**src/rtl/contrast_pwm_pkg.sv**
```systemverilog
`timescale 1ns/1ps
package contrast_pwm_pkg;

  // strobes passed from the control side to the waveform datapath
  typedef struct packed {
    logic tick;      // one prescaled time step
    logic stepUp;    // accepted raise press
    logic stepDown;  // accepted lower press
  } pwm_strobe_t;

  localparam int unsigned NUM_BTN = 2;
  localparam int unsigned BTN_UP  = 0;
  localparam int unsigned BTN_DN  = 1;

endpackage

```
**src/rtl/contrast_pwm_ctrl.sv**
```systemverilog
`timescale 1ns/1ps
module contrast_pwm_ctrl
  import contrast_pwm_pkg::*;
#(
  parameter int unsigned TICK_DIV = 25
) (
  input  logic        clk,
  input  logic        rstN,
  input  logic        runEn,
  input  logic        btnUpN,
  input  logic        btnDownN,
  output pwm_strobe_t strobes
);

  localparam int unsigned DIV_W = (TICK_DIV > 1) ? $clog2(TICK_DIV) : 1;

  logic [NUM_BTN-1:0] rawN;
  logic [NUM_BTN-1:0] syncA;
  logic [NUM_BTN-1:0] syncB;
  logic [NUM_BTN-1:0] lastB;
  logic [NUM_BTN-1:0] fallSeen;
  logic [DIV_W-1:0]   divCnt;
  logic               tickNow;

  assign rawN[BTN_UP] = btnUpN;
  assign rawN[BTN_DN] = btnDownN;

  // per-button synchroniser and falling-edge detector
  for (genvar b = 0; b < NUM_BTN; b++) begin : g_btn
    always_ff @(posedge clk or negedge rstN) begin
      if (!rstN) begin
        syncA[b] <= 1'b1;
        syncB[b] <= 1'b1;
        lastB[b] <= 1'b1;
      end else begin
        syncA[b] <= rawN[b];
        syncB[b] <= syncA[b];
        lastB[b] <= syncB[b];
      end
    end
    assign fallSeen[b] = lastB[b] & ~syncB[b];
  end

  // tick prescaler
  if (TICK_DIV > 1) begin : g_div
    always_ff @(posedge clk or negedge rstN) begin
      if (!rstN) begin
        divCnt <= '0;
      end else if (runEn) begin
        divCnt <= tickNow ? '0 : divCnt + 1'b1;
      end
    end
    assign tickNow = runEn && (divCnt == DIV_W'(TICK_DIV - 1));
  end else begin : g_nodiv
    assign divCnt  = '0;
    assign tickNow = runEn;
  end

  always_comb begin
    strobes.tick     = tickNow;
    strobes.stepUp   = runEn & fallSeen[BTN_UP] & ~fallSeen[BTN_DN];
    strobes.stepDown = runEn & fallSeen[BTN_DN] & ~fallSeen[BTN_UP];
  end

  AST_NO_DUAL_STEP: assert property (@(posedge clk) disable iff (!rstN)
    !(strobes.stepUp && strobes.stepDown));

  AST_QUIET_WHEN_STOPPED: assert property (@(posedge clk) disable iff (!rstN)
    !runEn |-> (strobes == '0));

  AST_STEP_NEEDS_EDGE: assert property (@(posedge clk) disable iff (!rstN)
    strobes.stepUp |-> ($past(syncB[BTN_UP]) && !syncB[BTN_UP]));

endmodule

```
**src/rtl/contrast_pwm_dp.sv**
```systemverilog
`timescale 1ns/1ps
module contrast_pwm_dp
  import contrast_pwm_pkg::*;
#(
  parameter int unsigned PERIOD    = 40,
  parameter int unsigned RESET_CMP = 20,
  parameter int unsigned LIMIT_HI  = 34,
  parameter int unsigned LIMIT_LO  = 6
) (
  input  logic        clk,
  input  logic        rstN,
  input  pwm_strobe_t strobes,
  output logic        pwmOut
);

  localparam int unsigned CNT_W = $clog2(PERIOD);
  localparam logic [CNT_W-1:0] LAST_CNT = CNT_W'(PERIOD - 1);
  localparam logic [CNT_W-1:0] CMP_RST  = CNT_W'(RESET_CMP);
  localparam logic [CNT_W-1:0] CMP_HI   = CNT_W'(LIMIT_HI);
  localparam logic [CNT_W-1:0] CMP_LO   = CNT_W'(LIMIT_LO);

  logic [CNT_W-1:0] periodCnt;
  logic [CNT_W-1:0] shadowCmp;
  logic [CNT_W-1:0] activeCmp;
  logic [CNT_W-1:0] nextCnt;
  logic             atWrap;

  assign atWrap  = (periodCnt == LAST_CNT);
  assign nextCnt = periodCnt + 1'b1;

  // shadow compare with saturating single steps
  always_ff @(posedge clk or negedge rstN) begin
    if (!rstN) begin
      shadowCmp <= CMP_RST;
    end else if (strobes.stepUp && (shadowCmp < CMP_HI)) begin
      shadowCmp <= shadowCmp + 1'b1;
    end else if (strobes.stepDown && (shadowCmp > CMP_LO)) begin
      shadowCmp <= shadowCmp - 1'b1;
    end
  end

  // up counter, compare reload at wrap, set/reset output
  always_ff @(posedge clk or negedge rstN) begin
    if (!rstN) begin
      periodCnt <= '0;
      activeCmp <= CMP_RST;
      pwmOut    <= 1'b0;
    end else if (strobes.tick) begin
      if (atWrap) begin
        periodCnt <= '0;
        activeCmp <= shadowCmp;
        pwmOut    <= 1'b0;
      end else begin
        periodCnt <= nextCnt;
        if (nextCnt == activeCmp) begin
          pwmOut <= 1'b1;
        end
      end
    end
  end

  AST_CMP_IN_RANGE: assert property (@(posedge clk) disable iff (!rstN)
    (shadowCmp <= CMP_HI) && (shadowCmp >= CMP_LO));

  AST_SINGLE_STEP: assert property (@(posedge clk) disable iff (!rstN)
    (shadowCmp != $past(shadowCmp)) |->
      ((shadowCmp == $past(shadowCmp) + 1'b1) || (shadowCmp == $past(shadowCmp) - 1'b1)));

  AST_RELOAD_AT_WRAP: assert property (@(posedge clk) disable iff (!rstN)
    (activeCmp != $past(activeCmp)) |-> ($past(periodCnt) == LAST_CNT));

  AST_FALL_AT_ZERO: assert property (@(posedge clk) disable iff (!rstN)
    $fell(pwmOut) |-> (periodCnt == '0));

  AST_RISE_AT_MATCH: assert property (@(posedge clk) disable iff (!rstN)
    $rose(pwmOut) |-> (periodCnt == activeCmp));

  AST_COUNT_BOUNDED: assert property (@(posedge clk) disable iff (!rstN)
    periodCnt <= LAST_CNT);

  AST_HOLD_NO_TICK: assert property (@(posedge clk) disable iff (!rstN)
    !strobes.tick |=> ($stable(periodCnt) && $stable(pwmOut)));

endmodule

```
**src/rtl/contrast_pwm.sv**
```systemverilog
`timescale 1ns/1ps
module contrast_pwm
  import contrast_pwm_pkg::*;
#(
  parameter int unsigned TICK_DIV  = 25,
  parameter int unsigned PERIOD    = 40,
  parameter int unsigned RESET_CMP = 20,
  parameter int unsigned LIMIT_HI  = 34,
  parameter int unsigned LIMIT_LO  = 6
) (
  input  logic clk,
  input  logic rstN,
  input  logic runEn,
  input  logic btnUpN,
  input  logic btnDownN,
  output logic pwmOut
);

  pwm_strobe_t strobes;

  contrast_pwm_ctrl #(
    .TICK_DIV (TICK_DIV)
  ) u_ctrl (
    .clk      (clk),
    .rstN     (rstN),
    .runEn    (runEn),
    .btnUpN   (btnUpN),
    .btnDownN (btnDownN),
    .strobes  (strobes)
  );

  contrast_pwm_dp #(
    .PERIOD    (PERIOD),
    .RESET_CMP (RESET_CMP),
    .LIMIT_HI  (LIMIT_HI),
    .LIMIT_LO  (LIMIT_LO)
  ) u_dp (
    .clk     (clk),
    .rstN    (rstN),
    .strobes (strobes),
    .pwmOut  (pwmOut)
  );

endmodule

```
**config.mk**
```make
export PLATFORM = sky130hd
export DESIGN_NAME = contrast_pwm
export DESIGN_NICKNAME = d
export VERILOG_FILES = /design/src/rtl/contrast_pwm_pkg.sv /design/src/rtl/contrast_pwm_ctrl.sv /design/src/rtl/contrast_pwm_dp.sv /design/src/rtl/contrast_pwm.sv
export SDC_FILE = /design/constraint.sdc
export NUM_CORES = 1
export LEC_CHECK = 0
export BUFFER_PORTS_ARGS = -buffer_cell sky130_fd_sc_hd__buf_4
export CAP_MARGIN = 0
export CORE_MARGIN = 4
export CORE_UTILIZATION = 50
export CTS_BUF_LIST = sky130_fd_sc_hd__clkbuf_8 sky130_fd_sc_hd__clkbuf_16
export DETAILED_ROUTE_END_ITERATION = 8
export GPL_TIMING_DRIVEN = 0
export PLACE_DENSITY_LB_ADDON = 0.3
export SLEW_MARGIN = 20
export SYNTH_ARGS = -nofsm -noshare
export SYNTH_HDL_FRONTEND = slang
export SYNTH_HIERARCHICAL = 1
export SYNTH_SLANG_ARGS = --single-unit
```
**constraint.sdc**
```tcl
create_clock -name clk -period 2.85 [get_ports clk]
set_clock_uncertainty 0.2 [all_clocks]
set_input_delay 0.7125 -clock clk [delete_from_list [all_inputs] [get_ports clk]]
set_output_delay 0.7125 -clock clk [all_outputs]
set_load 0.01 [all_outputs]
```
==> results of run 1 <==
-- cell families (layout without fill, tap and decap cells) --
group | after synthesis | in the layout | synth area share (%)
adder cells (fa/ha/maj) | 8 | 8 | 6.750
XOR/XNOR | 16 | 16 | 8.791
multiplexers | 12 | 12 | 8.948
AO/OA/AOI/OAI | 25 | 25 | 11.23
flip-flops | 30 | 30 | 47.88
buffers and inverters | 11 | 24 | 3.296
AND/OR/NAND/NOR | 36 | 36 | 13.11
-- power groups by stage --
stage               Sequential [mW]  Combinational (mW)  Clock, mW
floorplan                     0.649               0.400          0
global placement              0.674               0.459          0
detailed placement            0.685               0.489          0
CTS                           0.677               0.496      0.420
global route                  0.698               0.555      0.443
finish                        0.682               0.492      0.407
-- metal layers --
layer	track usage [%]	share of wire, %	up-vias
met2	24.48	53	19
met1	16.54	40	509
met5	0	0	-
li1	-	-	503
met4	10.03	2.1	0
met3	3.640	4.1	4
-- per-stage QoR --
step                power, mW  cells  area (um^2)
finish                  1.581    195         1803
global route            1.696    195         1803
CTS                     1.593    195         1795
detailed placement      1.174    187         1687
global placement        1.133    187         1687
floorplan               1.049    138         1594
-- cells in the final DEF, fill, tap and decap left out, types with 5 or more instances in the layout --
cell type,Yosys,layout
dfrtp_1,20,20
xnor2_1,11,11
dfstp_2,10,10
nand2_1,9,9
buf_4,2,7
ha_1,7,7
o21ai_0,6,6
mux2_2,6,6
clkbuf_8,0,5
inv_1,5,5
xor2_1,5,5
nor2_1,5,5
a21oi_1,5,5
-- state kept, by name, summed over array words and instances, names as in the netlist --
register	cells
u_dp/shadowCmp	6
u_ctrl/lastB	2
u_ctrl/syncB	2
u_ctrl/divCnt	5
u_dp/periodCnt	6
u_dp/pwmOut	1
u_dp/activeCmp	6
u_ctrl/syncA	2
-- synthesized netlist by cell type --
cell / n / area share [%]
nand2_1: 9 / 2.1
mux2_2: 6 / 4.2
o211ai_1: 1 / 0.47
buf_4: 2 / 0.94
clkbuf_2: 1 / 0.31
o21ai_1: 1 / 0.31
nand2b_1: 2 / 0.78
mux2i_1: 3 / 1.9
a31oi_1: 3 / 1.2
a22o_1: 2 / 1.1
dfrtp_1: 20 / 31
fa_1: 1 / 1.3
inv_2: 1 / 0.24
o311ai_0: 1 / 0.55
ha_1: 7 / 5.5
inv_1: 5 / 1.2
o41ai_1: 1 / 0.55
nor2_1: 5 / 1.2
a211oi_1: 1 / 0.47
o41ai_4: 1 / 1.7
and2_2: 1 / 0.47
nor3_4: 1 / 1.0
nand3_1: 3 / 0.94
buf_2: 2 / 0.63
xor2_1: 5 / 2.7
nand4_1: 2 / 0.78
xnor2_1: 11 / 6.0
nor2b_1: 3 / 1.2
a21o_1: 2 / 0.94
nand2_4: 1 / 0.71
nor2_2: 2 / 0.78
and3_1: 3 / 1.2
mux2_4: 3 / 2.8
dfstp_2: 10 / 16
nand4bb_1: 1 / 0.71
nor3_1: 1 / 0.31
nor3b_1: 2 / 0.94
o21ai_0: 6 / 1.9
o21bai_1: 1 / 0.47
a21oi_1: 5 / 1.6
-- worst max-delay path, stage by stage --
cell      delay [ps]
buf_4            110
buf_4            150
and3_1           140
and2_2           190
inv_2            130
ha_1             270
a211oi_1         250
o21bai_1         110
a21oi_1          190
mux2i_1          240
xnor2_1          140
-- cell type report --
type                    count  area [um^2]
flip-flops and latches     30        763.2
clock inverters             3        40.04
repair buffers              5        37.54
well taps                  44        55.05
clock buffers               5        68.82
fillers                   269         1250
multi-input cells          97        785.8
inverters                   6        22.52
plain buffers               5        30.03
-- worst max-delay path by stage --
stage | end | slack [ps] | startpoint
2_1_floorplan | u_dp/shadowCmp[5] | 260 | runEn
3_5_place_dp | u_dp/shadowCmp[5] | -80 | runEn
5_1_grt | u_dp/shadowCmp[5] | 30 | runEn
4_1_cts | u_dp/shadowCmp[5] | 140 | u_dp/shadowCmp[1]
3_3_place_gp | u_dp/shadowCmp[5] | 40 | runEn
6_report | u_dp/shadowCmp[5] | 200 | runEn
-- timing repair --
item                                    4_1_cts  5_1_grt
endpoints found under the setup margin        0        1
gates resized for setup                       0        1
setup buffers                                 0        0
==> flow_metrics.env, run 1 <==
export IMPL_clk_pin_slew_worst_paths_ps=60
export IMPL_cts_hold_buf=0
export IMPL_timing_hold_ws_ps=147.1
export IMPL_run_status="completed"
export IMPL_start_kind="primary input"
export IMPL_routed_via_density=5.308
export IMPL_r2r_end="u_dp/shadowCmp[5]"
export IMPL_grtUsageTotal_pct=14.70
export IMPL_io_pins=6
export IMPL_ys_types=40
export IMPL_hold_class="in -> async"
export IMPL_cts_htree_levels=2
export IMPL_syn_avg_cell_area_um2=11.55
export IMPL_firstDrtPassIters=4
export IMPL_fin_crit_sh_pct=93.16
export IMPL_dp_hpwl_um=1927
export IMPL_overflow=0
export IMPL_ir_worst_vdd_uv=426.6
export IMPL_fin_ws_ps=195.0
export IMPL_layout_nets=163
export IMPL_wl_per_cell_um=13.11
export IMPL_internal_power_mw=1.059
export IMPL_r2r_start="u_dp/shadowCmp[1]"
export IMPL_power_density_mw_per_mm2=876.8
export IMPL_die_x_um=64.46
export IMPL_dieArea_mm2=0.004155
export IMPL_yosysSeqAreaShare_pct=47.88
export IMPL_crit_type="in -> reg"
export IMPL_pwr_share_seq_pct=43.1
export IMPL_reg2reg_slack_ps=230
export IMPL_syn_area_mm2=0.001594
export IMPL_yosys_warnings=6
export IMPL_core_mm2=0.003053
export IMPL_ys_ff_latch=30
export IMPL_grt_pass1_wl_um=4629
export IMPL_cap_viol_max_count=0
export IMPL_worstPathMaxFanout=10
export IMPL_cts_sinks=30
export IMPL_clockPowerShare_pct=25.7
export IMPL_fin_util_pct=59.06
export IMPL_root_buffer="clkbuf_8"
export IMPL_crit_required_ps=2850
export IMPL_drt_iter0_markers=50
export IMPL_grt_pass1_vias=1067
export IMPL_dp_slack_ps=-80.76
export IMPL_rows=20
export IMPL_syn_nets=151
export IMPL_setup_violations=0
export IMPL_min_period_ps=2655
export IMPL_ant_nets=0
export IMPL_rsz0062_at_grt="no"
export IMPL_slew_violations=0
export IMPL_initial_core_util_pct=52.21
export IMPL_finalHoldViolations=0
export IMPL_grt_max_degree=31
export IMPL_r2r_cells=9
export IMPL_fmax_ghz=0.3766
export IMPL_diodes=0
export IMPL_drive_gt1_share_pct=29.80
export IMPL_routed_wirelength_um=2557
export IMPL_fp_dieH_um=64.46
export IMPL_drc=0
export IMPL_vias=1035
export IMPL_cp_arrival_ps=2650
export IMPL_fin_setup_tns_ps=0
export IMPL_p_comb_share_pct=31.1
export IMPL_sw_frac_of_total_pct=33.03
export IMPL_numPortBuffers=5
export IMPL_relSlewSlack_pct=75.90
export IMPL_numCtsBuffers=5
export IMPL_cts_buffer_depth=2
export IMPL_syn2layout_area_growth_pct=13.11
export IMPL_gp_congestion=0.7841
export IMPL_p_leak_nw=0.8019
export IMPL_cp_end_kind="register"
export IMPL_cts_tree="built"
export IMPL_switchingPower_uw=522.2
export IMPL_syn_inst=138
export IMPL_antenna_found_initial=0
export IMPL_worst_slew_pin_slew_ps=360.8
export IMPL_clk_latency_ps=270
Power figures use the tool's default switching activity.
==> run 2: changes to the inputs <==
--- a/config.mk
+++ b/config.mk
@@ -8,7 +8,7 @@
 export BUFFER_PORTS_ARGS = -buffer_cell sky130_fd_sc_hd__buf_4
 export CAP_MARGIN = 0
 export CORE_MARGIN = 4
-export CORE_UTILIZATION = 50
+export CORE_UTILIZATION = 55
 export CTS_BUF_LIST = sky130_fd_sc_hd__clkbuf_8 sky130_fd_sc_hd__clkbuf_16
 export DETAILED_ROUTE_END_ITERATION = 8
 export GPL_TIMING_DRIVEN = 0
@@ -16,5 +16,4 @@
 export SLEW_MARGIN = 20
 export SYNTH_ARGS = -nofsm -noshare
 export SYNTH_HDL_FRONTEND = slang
-export SYNTH_HIERARCHICAL = 1
 export SYNTH_SLANG_ARGS = --single-unit
==> run 2 against run 1 <==
  * Wire length down 0.98%
  * Die area down 11%
  * Critical path depth down 2
  * Critical endpoint is now u_dp.shadowCmp[5]
  * Sequential cell count unchanged
  * Sequential share of layout area up 1.2 points
  * Worst hold slack worse by 10 ps
  * Cell count down 7.2%
  * Register-to-register slack worse by 50 ps
  * Worst setup slack worse by 10 ps
  * Non-clock buffer count down 1
  * Final area down 2.8%
==> flow_metrics.env, run 2 <==
export IMPL_grt_pass1_vias=1049
export IMPL_multi_input_comb_area_um2=737.0
export IMPL_syn_area_mm2=0.001533
export IMPL_finalHoldViolations=0
export IMPL_wl_per_cell_um=13.99
export IMPL_synth_most_common_cell="dfrtp_1"
export IMPL_syn_inst=138
export IMPL_yosysSeqAreaShare_pct=49.80
export IMPL_worst_slew_pin_slew_ps=435.5
export IMPL_mostFrequentLayoutCells="dfrtp_1, nand2_1, o21ai_0"
export IMPL_numCtsBuffers=5
export IMPL_clockPowerShare_pct=32.9
export IMPL_numPortBuffers=5
export IMPL_cts_sinks=30
export IMPL_diodes=0
export IMPL_p_comb_share_pct=26.6
export IMPL_synth_top_area_share_pct=32.65
export IMPL_grtUsageTotal_pct=17.12
export IMPL_design_area_mm2=0.001753
export IMPL_cts_htree_levels=2
export IMPL_finalPower_mw=1.616
export IMPL_cp_end_kind="register"
export IMPL_drt_iter0_markers=30
export IMPL_cts_buffer_depth=2
export IMPL_syn2layout_area_growth_pct=14.37
export IMPL_seq_area_um2=763.2
export IMPL_dieArea_mm2=0.003695
export IMPL_wl_met1_um=1144
export IMPL_slew_violations=0
export IMPL_initial_core_util_pct=59.70
export IMPL_ant_nets=0
export IMPL_worstPathMaxFanout=6
export IMPL_synth_largest_area_cell="dfrtp_1"
export IMPL_internal_power_mw=1.119
export IMPL_synth_edf_count=0
export IMPL_n_fill_cell=205
export IMPL_ys_top_cells_by_area="dfrtp_1, dfstp_2, ha_1"
export IMPL_fmax_ghz=0.3752
export IMPL_sw_frac_of_total_pct=30.74
export IMPL_clk_latency_ps=280
export IMPL_top_regs="u_dp.activeCmp x6, u_dp.periodCnt x6, u_dp.shadowCmp x6"
export IMPL_routed_wl_met2_um=1264
export IMPL_grt_pass1_wl_um=4581
export IMPL_hold_class="in -> async"
export IMPL_fin_crit_sh_pct=93.51
export IMPL_routed_wirelength_um=2532
export IMPL_dp_cells=173
export IMPL_r2r_cells=9
export IMPL_run_status="completed"
export IMPL_die_x_um=60.79
export IMPL_gp_congestion=0.8054
export IMPL_grt_max_degree=31
export IMPL_clk_pin_slew_worst_paths_ps=60
export IMPL_highest_layer="met4"
export IMPL_yosys_warnings=0
export IMPL_p_leak_nw=0.7659
export IMPL_ys_ff_latch=30
export IMPL_power_density_mw_per_mm2=921.8
export IMPL_pwr_share_seq_pct=40.6
export IMPL_cts_tree="built"
export IMPL_start_kind="register"
export IMPL_ir_worst_vdd_uv=733.4
export IMPL_io_pins=6
export IMPL_syn_nets=151
export IMPL_synthArstFlopShare_pct=100.0
export IMPL_routed_via_density=5.646
export IMPL_syn_avg_cell_area_um2=11.11
export IMPL_drive_gt1_share_pct=22.52
export IMPL_cp_arrival_ps=2670
export IMPL_fin_setup_tns_ps=0
export IMPL_antenna_found_initial=0
export IMPL_switchingPower_uw=496.6
export IMPL_crit_required_ps=2860
export IMPL_rows=18
export IMPL_firstDrtPassIters=4
export IMPL_synth_commonest_cells="dfrtp_1, nand2_1, o21ai_0"
export IMPL_final_common_cell="dfrtp_1"
export IMPL_drc=0
export IMPL_crit_type="reg -> reg"
export IMPL_synth_ff_type="dfrtp_1"
export IMPL_vias=1022
export IMPL_fp_dieH_um=60.79
export IMPL_layout_nets=163
export IMPL_setup_violations=0
export IMPL_relSlewSlack_pct=70.97
export IMPL_ys_types=39
export IMPL_min_period_ps=2665
export IMPL_root_buffer="clkbuf_8"
export IMPL_cap_viol_max_count=0
export IMPL_overflow=0
export IMPL_place_area_mm2=0.001608
export IMPL_timing_hold_ws_ps=136.8
export IMPL_wl_met3_um=67
export IMPL_reg2reg_slack_ps=180
export IMPL_final_cells=181
export IMPL_core_mm2=0.002567
export IMPL_dp_hpwl_um=1836
[run 2: cell count changes in the layout (fill, tap and decap cells not counted), moves of 3 or more]
cell	change
nand2_1	+5
a31oi_1	-3
mux2_4	-3
mux2_1	+3
o21ai_0	+5
[run 2: power by group through the flow]
stage | Combinational, mW | Clock [mW] | Sequential [mW]
after floorplan | 0.344 | 0 | 0.629
after global placement | 0.405 | 0 | 0.654
after CTS | 0.435 | 0.540 | 0.656
final | 0.429 | 0.531 | 0.656
after global routing | 0.495 | 0.560 | 0.674
after detailed placement | 0.435 | 0 | 0.660
[run 2: layout make-up]
type                    count  area share, %
multi-input cells         101          42.04
plain buffers               4          1.356
flip-flops and latches     30          43.54
clock inverters             2          3.426
inverters                   3         0.6424
well taps                  30          2.141
clock buffers               6          4.711
repair buffers              5          2.141
[run 2: metal layers]
metal / vias up / global-route usage [%]
li1: 512 / -
met4: 0 / 9.288
met1: 494 / 20.32
met3: 7 / 3.830
met2: 9 / 28.70
met5: - / 0
[run 2: repair_timing]
action | in CTS | in global routing
buffers inserted | 0 | 0
resized for setup | 0 | 1
setup endpoints to repair | 0 | 1
hold buffers | 0 | 0
[run 2: critical path, stage by stage, from the launching register on]
cell	delay [ps]
dfrtp_1	430
o41ai_1	320
and3_1	280
nand2_2	140
ha_1	340
a211oi_1	210
o21bai_1	110
a21oi_1	190
mux2i_1	230
xor2_1	150
[run 2: kinds of logic after synthesis]
family	share of synthesized area [%]
AO/OA/AOI/OAI	11.92
XOR/XNOR	9.143
adder cells (fa/ha/maj)	7.020
buffers and inverters	2.285
flip-flops	49.80
multiplexers	5.796
AND/OR/NAND/NOR	14.04
[run 2: worst paths after layout]
kind,start,end
max,u_dp.shadowCmp[3],u_dp.shadowCmp[5]
min,rstN,u_dp.periodCnt[3]
max reg2reg,u_dp.shadowCmp[3],u_dp.shadowCmp[5]
min reg2reg,u_ctrl.syncA[0],u_ctrl.syncB[0]
max in group asynchronous,rstN,u_dp.activeCmp[2]
min in group clk,u_ctrl.syncA[0],u_ctrl.syncB[0]
[run 2: per-stage QoR]
stage,util [%],setup WS [ps]
after CTS,68.18,151.2
after floorplan,-,298.1
final,68.27,185.0
after global placement,62.62,-40.64
after detailed placement,62.62,-64.99
after global routing,68.27,-11.63
==> run 3: changes to the inputs <==
--- a/config.mk
+++ b/config.mk
@@ -5,6 +5,7 @@
 export SDC_FILE = /design/constraint.sdc
 export NUM_CORES = 1
 export LEC_CHECK = 0
+export ABC_AREA = 1
 export BUFFER_PORTS_ARGS = -buffer_cell sky130_fd_sc_hd__buf_4
 export CAP_MARGIN = 0
 export CORE_MARGIN = 4
==> run 3 against run 2 <==
  * Register-to-register slack better by 190 ps
  * Maximum frequency up 7.7%
  * Sequential share of layout area down 1.0 points
  * Worst setup slack better by 190 ps
  * Critical endpoint unchanged
  * Highest routed layer unchanged
==> flow_metrics.env, run 3 <==
export IMPL_run_status="completed"
export IMPL_r2r_start="u_ctrl.lastB[0]"
export IMPL_cts_resized=0
export IMPL_syn_avg_cell_area_um2=8.324
export IMPL_antenna_found_initial=0
export IMPL_worst_slew_pin_slew_ps=369.9
export IMPL_numPortBuffers=4
export IMPL_finalHoldViolations=0
export IMPL_yosysSeqAreaShare_pct=46.78
export IMPL_drc=0
export IMPL_io_pins=6
export IMPL_ys_types=29
export IMPL_ir_worst_vdd_uv=449.7
export IMPL_fin_crit_sh_pct=86.86
export IMPL_clk_latency_ps=280
export IMPL_synth_largest_area_cell="dfrtp_1"
export IMPL_core_mm2=0.002805
export IMPL_switchingPower_uw=569.4
export IMPL_routed_wirelength_um=2859
export IMPL_syn_nets=209
export IMPL_numCtsBuffers=5
export IMPL_routed_via_density=5.410
export IMPL_relSlewSlack_pct=75.34
export IMPL_cts_htree_levels=2
export IMPL_crit_type="reg -> reg"
export IMPL_drt_iter0_markers=36
export IMPL_hold_class="in -> async"
export IMPL_mostFrequentLayoutCells="nand2_1, inv_1, dfrtp_1"
export IMPL_power_density_mw_per_mm2=841.8
export IMPL_slew_violations=0
export IMPL_grt_pass1_wl_um=5285
export IMPL_gp_congestion=0.9541
export IMPL_cp_end_kind="register"
export IMPL_setup_violations=0
export IMPL_top_regs="u_dp.activeCmp x6, u_dp.periodCnt x6, u_dp.shadowCmp x6"
export IMPL_die_x_um=62.47
export IMPL_cts_hold_buf=0
export IMPL_routed_wl_met2_um=1469
export IMPL_yosys_warnings=0
export IMPL_seq_area_um2=763.2
export IMPL_cap_viol_max_count=0
export IMPL_fp_dieH_um=62.47
export IMPL_overflow=0
export IMPL_clockPowerShare_pct=23.6
export IMPL_wl_per_cell_um=11.96
export IMPL_fin_setup_tns_ps=0
export IMPL_root_buffer="clkbuf_8"
export IMPL_cp_slowest_cell="dfstp_2"
export IMPL_worstPathMaxFanout=7
export IMPL_grt_pass1_vias=1312
export IMPL_reg2reg_slack_ps=370
export IMPL_cts_tree="built"
export IMPL_syn2layout_area_growth_pct=10.05
export IMPL_synth_ff_type="dfrtp_1"
export IMPL_p_leak_nw=0.8940
export IMPL_ys_ff_latch=30
export IMPL_fin_ws_ps=374.5
export IMPL_start_kind="register"
export IMPL_synth_top_area_share_pct=30.67
export IMPL_grtUsageTotal_pct=17.30
export IMPL_clk_pin_slew_worst_paths_ps=70
export IMPL_n_fill_cell=237
export IMPL_synth_edf_count=0
export IMPL_cp_arrival_ps=2450
export IMPL_r2r_end="u_dp.shadowCmp[5]"
export IMPL_grt_max_degree=31
export IMPL_diodes=0
export IMPL_synth_commonest_cells="nand2_1, inv_1, dfrtp_1"
export IMPL_rsz0062_at_grt="no"
export IMPL_multi_input_comb_area_um2=732.0
export IMPL_cp_slowest_stage_delay_ps=510
export IMPL_highest_layer="met4"
export IMPL_crit_chain="nand2_1 > nor3b_2 > nand2_1 > ha_1 > a21oi_1 > nand2_1 > a21boi_0 > or2_1 > nand2_1 > nand2_1 > nand2_1"
export IMPL_cp_common_cell="nand2_1"
export IMPL_initial_core_util_pct=58.16
export IMPL_min_period_ps=2475
export IMPL_drive_gt1_share_pct=18.27
export IMPL_synthArstFlopShare_pct=100.0
export IMPL_final_common_cell="nand2_1"
export IMPL_rows=19
export IMPL_internal_power_uw=942.0
export IMPL_postCtsSetupBuffers=0
export IMPL_synth_most_common_cell="nand2_1"
export IMPL_wl_met1_um=1182
export IMPL_dieArea_mm2=0.003902
export IMPL_sw_frac_of_total_pct=37.67
export IMPL_ys_top_cells_by_area="dfrtp_1, dfstp_2, nand2_1"
export IMPL_r2r_cells=11
export IMPL_cts_buffer_depth=2
export IMPL_crit_required_ps=2830
export IMPL_syn_inst=196
export IMPL_wl_met3_um=124
export IMPL_fmax_ghz=0.4040
export IMPL_layout_nets=220
export IMPL_p_comb_share_pct=32.3
export IMPL_dp_hpwl_um=2130
export IMPL_cts_sinks=30
export IMPL_dp_slack_ps=116.3
export IMPL_pwr_share_seq_pct=44.1
export IMPL_firstDrtPassIters=4
export IMPL_vias=1293
export IMPL_syn_area_mm2=0.001632
export IMPL_ant_nets=0
-- run 3: changes by cell type after synthesis, moves of 4 or more --
cell     delta
inv_1      +26
mux2_2      -4
nand2_1    +37
nand2_2     +4
nand3_1    +10
nor2_1      +5
o21ai_0     +7
xnor2_1     -9
-- run 3: kinds of logic (layout without fill, tap and decap cells) --
kind of cell               count (synthesis)  in the layout  synth area share (%)
buffers and inverters                     33             45                 8.358
and+or+nand+nor                           90             90                 25.54
DFF                                       30             30                 46.78
xor gates and xnor gates                   4              4                 2.147
AOI/OAI and AO/OA                         31             31                 10.58
adders and majority gates                  8              8                 6.595
-- run 3: power by group through the flow --
stage               registers (mW)  logic (mW)  clock network (mW)
floorplan                    0.640       0.406                   0
global placement             0.663       0.463                   0
detailed placement           0.671       0.492                   0
CTS                          0.665       0.493               0.370
global route                 0.690       0.571               0.399
finish                       0.667       0.488               0.357
-- run 3: critical path: cells and delay by family, from the launching register on --
kind | cells | cell delay [ps]
flops | 1 | 510
fa+ha+maj | 1 | 390
compound gates | 2 | 390
simple gates | 8 | 860
-- run 3: worst max path at each step --
stage	start	end	slack, ps	cells past startpoint
2_1_floorplan	runEn	u_dp.shadowCmp[5]	370	11
3_3_place_gp	runEn	u_dp.shadowCmp[5]	170	11
3_5_place_dp	runEn	u_dp.shadowCmp[5]	120	11
4_1_cts	u_ctrl.lastB[0]	u_dp.shadowCmp[5]	370	11
5_1_grt	u_ctrl.lastB[0]	u_dp.shadowCmp[5]	140	11
6_report	u_ctrl.lastB[0]	u_dp.shadowCmp[5]	370	11
-- run 3: layer usage --
metal,global-route usage (%),up-vias
met5,0,-
met4,12.40,0
met3,5.396,5
li1,-,649
met2,29.83,20
met1,17.57,619
-- run 3: final cells by class --
type,count,share of cell area [%]
repair buffers,4,1.672
well taps,31,2.160
plain buffers,3,1.324
clock inverters,2,0.6969
flip-flops and latches,30,42.51
clock buffers,6,4.599
inverters,30,6.272
multi-input cells,133,40.77
-- run 3: metrics by stage --
stage | std cells | util (%) | instance area, um^2 | total power [mW] | hold WS [ps]
floorplan | 196 | - | 1632 | 1.046 | 145.2
global placement | 231 | 60.62 | 1700 | 1.126 | 146.8
detailed placement | 231 | 60.62 | 1700 | 1.164 | 147.6
CTS | 239 | 64.01 | 1795 | 1.528 | 140.6
global route | 239 | 64.01 | 1795 | 1.660 | 154.0
finish | 239 | 64.01 | 1795 | 1.511 | 138.9
